==> src/rtl/rstwd_pkg.sv <==
package rstwd_pkg;
  // Bits needed to hold the values 0 .. n-1 (at least one bit).
  function automatic int cnt_bits(input int n);
    return (n < 2) ? 1 : $clog2(n);
  endfunction
endpackage

==> src/rtl/rstwd_sync2.sv <==
module rstwd_sync2 #(
  parameter int          W    = 1,
  parameter logic [W-1:0] INIT = '0
) (
  input  logic         clk,
  input  logic [W-1:0] d,
  output logic [W-1:0] q
);
  logic [W-1:0] meta = INIT;
  logic [W-1:0] held = INIT;

  always_ff @(posedge clk) begin
    meta <= d;
    held <= meta;
  end

  assign q = held;
endmodule

==> src/rtl/rstwd_glitch.sv <==
module rstwd_glitch #(
  parameter int WIN = 10
) (
  input  logic clk,
  input  logic lvl_n,   // synchronized pin, active low
  output logic low_ok   // pin has been low for WIN samples
);
  import rstwd_pkg::*;

  generate
    if (WIN <= 1) begin : g_bypass
      logic low_q = 1'b0;
      always_ff @(posedge clk) low_q <= ~lvl_n;
      assign low_ok = low_q;
    end else begin : g_count
      localparam int CW = cnt_bits(WIN);
      localparam logic [CW-1:0] FULL = CW'(WIN - 1);
      logic [CW-1:0] run   = '0;
      logic          low_q = 1'b0;

      always_ff @(posedge clk) begin
        if (lvl_n) begin
          run   <= '0;
          low_q <= 1'b0;
        end else if (run == FULL) begin
          low_q <= 1'b1;
        end else begin
          run <= run + 1'b1;
        end
      end
      assign low_ok = low_q;
    end
  endgenerate
endmodule

==> src/rtl/rstwd_wdog.sv <==
module rstwd_wdog #(
  parameter int TIMEOUT = 1000,
  parameter int CW      = rstwd_pkg::cnt_bits(TIMEOUT)
) (
  input  logic          clk,
  input  logic          hold,    // reset active or watchdog disabled
  input  logic          kick,    // single-cycle level-change strobe
  output logic          expire,
  output logic [CW-1:0] count
);
  localparam logic [CW-1:0] LAST = CW'(TIMEOUT - 1);

  logic [CW-1:0] cnt_q = '0;

  assign expire = !hold && !kick && (cnt_q == LAST);

  always_ff @(posedge clk) begin
    if (hold || kick || expire) cnt_q <= '0;
    else                        cnt_q <= cnt_q + 1'b1;
  end

  assign count = cnt_q;
endmodule

==> src/rtl/rstwd_ctrl.sv <==
module rstwd_ctrl #(
  parameter int WD_TIMEOUT_CYC = 160_000_000,
  parameter int STRETCH_CYC    = 20_000_000,
  parameter int GLITCH_CYC     = 10
) (
  input  logic clk,
  input  logic uv_i,
  input  logic mr_n_i,
  input  logic kick_i,
  input  logic kick_float_i,
  output logic rst_n_o,
  output logic rst_o
);
  import rstwd_pkg::*;

  localparam int WD_W = cnt_bits(WD_TIMEOUT_CYC);
  localparam int ST_W = cnt_bits(STRETCH_CYC);
  localparam logic [ST_W-1:0] ST_LOAD = ST_W'(STRETCH_CYC - 1);

  // Synchronize the two asynchronous pins: bit 1 = manual reset, bit 0 = kick.
  logic [1:0] pins_s;
  rstwd_sync2 #(.W(2), .INIT(2'b10)) u_sync (
    .clk (clk),
    .d   ({mr_n_i, kick_i}),
    .q   (pins_s)
  );

  logic mr_s, kick_s;
  assign mr_s   = pins_s[1];
  assign kick_s = pins_s[0];

  logic kick_d = 1'b0;
  always_ff @(posedge clk) kick_d <= kick_s;

  logic kick_edge;
  assign kick_edge = kick_s ^ kick_d;

  logic mr_low;
  rstwd_glitch #(.WIN(GLITCH_CYC)) u_glitch (
    .clk    (clk),
    .lvl_n  (mr_s),
    .low_ok (mr_low)
  );

  logic            rst_q = 1'b1;
  logic            wd_expire;
  logic [WD_W-1:0] wd_cnt;

  rstwd_wdog #(.TIMEOUT(WD_TIMEOUT_CYC), .CW(WD_W)) u_wdog (
    .clk    (clk),
    .hold   (rst_q | kick_float_i),
    .kick   (kick_edge),
    .expire (wd_expire),
    .count  (wd_cnt)
  );

  // Stretch: reload on any cause, count down, release once empty.
  logic            cause;
  logic [ST_W-1:0] stretch_q = ST_LOAD;

  assign cause = uv_i | mr_low | wd_expire;

  always_ff @(posedge clk) begin
    if (cause) begin
      stretch_q <= ST_LOAD;
      rst_q     <= 1'b1;
    end else if (stretch_q != '0) begin
      stretch_q <= stretch_q - 1'b1;
      rst_q     <= 1'b1;
    end else begin
      rst_q <= 1'b0;
    end
  end

  assign rst_o   = rst_q;
  assign rst_n_o = ~rst_q;
endmodule

==> config.mk <==
export PLATFORM = sky130hd
export DESIGN_NAME = rstwd_ctrl
export DESIGN_NICKNAME = d
export VERILOG_FILES = /design/src/rtl/rstwd_pkg.sv /design/src/rtl/rstwd_sync2.sv /design/src/rtl/rstwd_glitch.sv /design/src/rtl/rstwd_wdog.sv /design/src/rtl/rstwd_ctrl.sv
export SDC_FILE = /design/constraint.sdc
export NUM_CORES = 1
export LEC_CHECK = 0
export ABC_AREA = 0
export BUFFER_PORTS_ARGS = -buffer_cell sky130_fd_sc_hd__buf_2
export CORE_MARGIN = 5
export CORE_UTILIZATION = 50
export DETAILED_ROUTE_END_ITERATION = 16
export PLACE_DENSITY = 0.73
export SLEW_MARGIN = 10
export SYNTH_ARGS = -nofsm -noshare
export SYNTH_HDL_FRONTEND = slang
export SYNTH_SLANG_ARGS = --single-unit
==> constraint.sdc <==
create_clock -name clk -period 2.8 [get_ports clk]
set_input_delay 0.28 -clock clk [delete_from_list [all_inputs] [get_ports clk]]
set_output_delay 0.28 -clock clk [all_outputs]
set_load 0.05 [all_outputs]
## Word level (Yosys, flattened, before mapping)

Index checks and enable logic that the tools add are counted.

- Bits in registers: 64
- Bits of input ports: 5

- Bitwise gates (word level): 5
- Multiplexer cells: 1
- Reductions and logical operators: 7
- Eq/ne operators: 2
- $add $sub $neg: 3

Operators by type and width:

| cell | count |
|---|---|
| adder 28 x 1 -> 28 bit, second input constant | 1 |
| equality test 28 bit, second input constant | 1 |
| nonzero test 25 bit | 1 |
| subtractor 25 x 1 -> 25 bit, second input constant | 1 |
| adder 4 x 1 -> 4 bit, second input constant | 1 |
| equality test 4 bit, second input constant | 1 |
| OR 1 bit | 3 |
| logical AND 1 bit | 2 |
| zero test 1 bit | 2 |
| logical OR 1 bit | 2 |
| 2-to-1 mux 1 bit | 1 |
| NOT 1 bit | 1 |
| XOR 1 bit | 1 |

## Longest topological paths before layout

- Depth after elaboration: 5
- Depth in mapped cells: 8

## Hierarchy

From an unflattened synthesis, not the netlist that was laid out.

- Cell total of the unflattened synthesis: 335
- Area total of the unflattened synthesis: 2,969.1 um^2

Modules (own cells, without submodules):

| module | cells an instance | area each (um^2) | times used |
|---|---|---|---|
| rstwd_wdog | 161 | 1,367.6 | 1 |
| rstwd_ctrl | 148 | 1,292.5 | 1 |
| rstwd_glitch | 22 | 229.0 | 1 |
| rstwd_sync2 | 4 | 80.1 | 1 |

## Least setup slack after synthesis

Ideal clock, no wire load.

- Path kind: register to register
- Start point: reg stretch_q[0]
- End point: reg stretch_q[20]
- Library setup time: 0.120 ns
- Path slack: 0.712 ns
- Stages on the path, launching flop included: 8
- Data required time: 2.680 ns
- Period minus slack after synthesis: 2.088 ns
- Data arrival time: 1.967 ns
- Cell sequence: dfxtp_1 -> inv_1 -> ha_1 -> nor4b_2 -> nand4_1 -> buf_2 -> or3_1 -> a211o_2

- Word-level cells in the longest chain between the ends: 1
- Elaborated cells on any way between the ends: 2

Ends and longest elaborated chain:

| what | line | text |
|---|---|---|
| start: declaration | rstwd_ctrl.sv:59 | `logic [ST_W-1:0] stretch_q = ST_LOAD;` |
| start signal: assignment | rstwd_ctrl.sv:68 | `stretch_q <= stretch_q - 1'b1;` |
| subtractor 25 x 1 -> 25 bit / nonzero test 25 bit (equally long branches) | rstwd_ctrl.sv:68, rstwd_ctrl.sv:67 |  |

Several ways; a longest one is shown, not always the timed one.
A chain may end at the register's enable or synchronous reset.

## Worst setup path after layout

- Start point: reg stretch_q[0]
- End point: reg stretch_q[16]

Same word-level chain as after synthesis.

==> flow_summary_export.csv <==
group,metric,value,unit
timing,finalCriticalPeriod,2180,ps
detailed_routing,wl_per_cell,12.9,µm
placement,numPortBuffers,6,
timing,slew_headroom,0.624,
pwr,ir_worst_vdd,0.000389,V
logic_synthesis,syn_area,2890,µm²
logic_synthesis,synthSimpleGateAreaFrac,0.301,
clock_network,clkTransAtPathRegs,70,ps
floorplan,die_w,86.0,µm
logic_synthesis,avgSynthCellArea,8.95,µm²
outcome,status,"completed",
placement,placed_cells,397,
layout,area_growth,11.2,%
logic_synthesis,synthesis.instances,323,
layout,seq_area,1280,µm²
critical_path,cp.required,3010,ps
detailed_routing,vias,2246,
placement,gp_routability_congestion,0.783,
logic_synthesis,synth_area_leaders,"dfxtp_1, xor2_1, nor2_1, nand2_1, nand4_1",
placement,dp_slack,638,ps
critical_path,crit_arrival,2390,ps
timing,setup_viol,0,
floorplan,die-area,7400,µm²
layout,insertedDiodeCount,0,
logic_synthesis,yosysSeqAreaShare,0.443,
detailed_routing,drc,0,
critical_path,critPathMaxFanout,5,
floorplan,dieHeight,86.0,µm
logic_synthesis,synth_top_cell_area_share,0.443,
critical_path,cp_cell_sequence,"inv_1 > ha_1 > nor4b_2 > nand4_1 > nor4b_1 > xnor2_1 > nand2_1",
timing,period_share,0.778,
logic_synthesis,synth_top_area_cell,"dfxtp_1",
timing,finalWorstSetupSlack,620,ps
layout,postLayoutCoreUtil,0.577,
flow_run,cap_violations,0,
detailed_routing,vias_per_cell,5.44,
global_routing,antenna_found_initial,0,
clock_network,clock_latency,350,ps
floorplan,io_pins,7,
logic_synthesis,synth_fa_ha_area_frac,0.0173,
worst_hold_path,min_from,"kick_i",
global_routing,grt_overflow,0,
critical_path,rr_startpoint,"stretch_q[0]$_SDFFE_PP1P_",
timing,worst_slew_pin_slew,564,ps
floorplan,initial_utilization,0.519,
logic_synthesis,yosys_warnings,0,
worst_hold_path,worst_hold_path_type,"in -> reg",
layout,drive_above_1_share,0.120,
clock_network,cts-resized-gates,0,
clock_network,cts_made_buffers,9,
timing,fmax,459,MHz
critical_path,slowest_stage,"nor4b_1",
pwr,p_leak,1.10,nW
timing,rsz0062_at_grt,"no",
critical_path,r2r_cells,7,
detailed_routing,antenna_left,0,
clock_network,ctsHoldBuffers,0,
placement,dpl.hpwl,3580,µm
detailed_routing,drt_first_pass_iters,4,
clock_network,clock_path_buffers,2,
logic_synthesis,muxShareOfSynthArea,0.00779,
clock_network,cts_root_buf,"clkbuf_8",
global_routing,grt_max_degree,19,
clock_network,cts_setup_buffers,0,
logic_synthesis,synthesis.nets,332,
layout,multiInputGateArea,1530,µm²
worst_hold_path,min_to,"u_sync.meta[0]$_DFF_P_",
global_routing,grt_usage,0.159,
floorplan,core,5570,µm²
critical_path,endpoint_kind,"register",
layout,finalNetCount,345,
logic_synthesis,ys_types,45,
detailed_routing,wl,5310,µm
logic_synthesis,ys_seq_elements,64,
timing,finalHoldViolCount,0,
layout,fin_cells,413,
placement,dpl_cell_area,3000,µm²
critical_path,critPathMaxStageDelay,430,ps
critical_path,critPathLaunch,"stretch_q[0]$_SDFFE_PP1P_",
clock_network,cts_tree,"yes",
critical_path,r2r_end,"stretch_q[16]$_SDFFE_PP1P_",
global_routing,first_global_vias,2044,
global_routing,grt_pass1_wl,9310,µm
critical_path,crit_path_start_kind,"register",
clock_network,clock_sinks,64,
worst_hold_path,worstHoldPathCells,1,
timing,skew,12.3,ps
logic_synthesis,synth_top_family_by_area,"simple AND/OR/NAND/NOR gates",
critical_path,rrSetupSlack,620,ps
logic_synthesis,synth-xor-area-share,0.130,
timing,drv_slew,0,
floorplan,placementRows,27,
critical_path,critPathKind,"reg -> reg",
clock_network,htreeDepth,3,
layout,design_area,3220,µm²
layout,fill_cells,481,
pwr,p_per_area,567,nW/µm²
timing,totalNegativeSetupSlack,0,ps
detailed_routing,drtIter0Drc,123,
logic_synthesis,synth_compound_area_frac,0.0727,
layer usage:
layer,routed length (µm),track usage,vias up,part of all wire
met1,2610,0.203,1032,0.49
met5,0,0,-,0
met4,110,0.0791,0,0.021
met3,272,0.0615,13,0.051
met2,2320,0.231,49,0.44
li1,-,-,1152,-
worst max-delay path, delay by kind of cell (launching register included):
kind,cells,cell delay (ps)
flops,1,330
buf+inv,1,90
simple gates,4,1260
xor+xnor,1,160
fa+ha+maj,1,210
power breakdown:
group | switching (mW) | internal, mW | total, mW | leakage, nW
logic | 0.0198 | 0.0167 | 0.0365 | 0.473
clock network | 0.353 | 0.502 | 0.855 | 0.104
registers | 0.00960 | 0.922 | 0.931 | 0.519
cells by family after synthesis:
logic type / count (synthesis)
mux: 2
fa+ha+maj: 4
xor+xnor: 43
compound gates: 28
simple gates: 167
flops: 64
buf+inv: 15
worst max path at each step:
stage          slack (ps)                         end
5_1_grt               360  stretch_q[16]$_SDFFE_PP1P_
3_5_place_dp          640  stretch_q[16]$_SDFFE_PP1P_
3_3_place_gp          650  stretch_q[16]$_SDFFE_PP1P_
6_report              620  stretch_q[16]$_SDFFE_PP1P_
2_1_floorplan         710  stretch_q[20]$_SDFFE_PP1P_
4_1_cts               610  stretch_q[16]$_SDFFE_PP1P_
final cells by class:
cell class | count | share of cell area
clock buffer | 11 | 0.0409
clock inverter | 5 | 0.0253
inverter | 6 | 0.00700
multi-input combinational | 244 | 0.475
sequential | 64 | 0.398
tap | 72 | 0.0280
timing repair buffer | 11 | 0.0249
sequential cells by signal (all words and copies together) (netlist names):
name                  cells
stretch_q                25
u_sync.q                  2
u_glitch.g_count.run      4
u_glitch.low_ok           1
u_sync.meta               2
kick_d                    1
rst_o                     1
u_wdog.count             28
cell usage in the layout, fill, tap and decap left out, drive strengths merged, types with 4 or more instances in the layout:
cell type,netlist,final
clkbuf,2,11
nand2,30,30
and3,8,8
o21ai,12,12
nand4,13,13
dfxtp,64,64
xnor2,9,9
xor2,34,34
ha,4,4
inv,6,6
nor4,6,6
or3,10,10
nor2,58,58
nand3,13,13
nor3,4,4
a21oi,7,7
o211ai,4,4
or4,8,8
buf,7,11
metrics by stage:
step / hold WS (ps) / total power [mW]
2_1_floorplan: 308 / 0.977
3_5_place_dp: 319 / 0.989
3_3_place_gp: 313 / 0.987
6_report: 29.3 / 1.82
4_1_cts: 9.41 / 1.85
5_1_grt: 2.43 / 1.90
cells in the mapped netlist, drive strengths merged:
cell and number:
nor4 6, nand3b 2, inv 6, xor2 34, nor2b 1, o41ai 1, or2 2, dfxtp 64
buf 7, or3 10, nand3 13, nor2 58, o211ai 4, a211o 1, or4b 1, o21ai 12
and4 3, xnor2 9, and2 2, nor3 4, o21a 1, mux2 2, clkbuf 2, nand4b 1
nand2 30, nor3b 1, nand4 13, ha 4, nor4bb 1, and3 8, or4 8, o31ai 2
nor4b 3, a21oi 7
(Power assumes the default switching activity.)
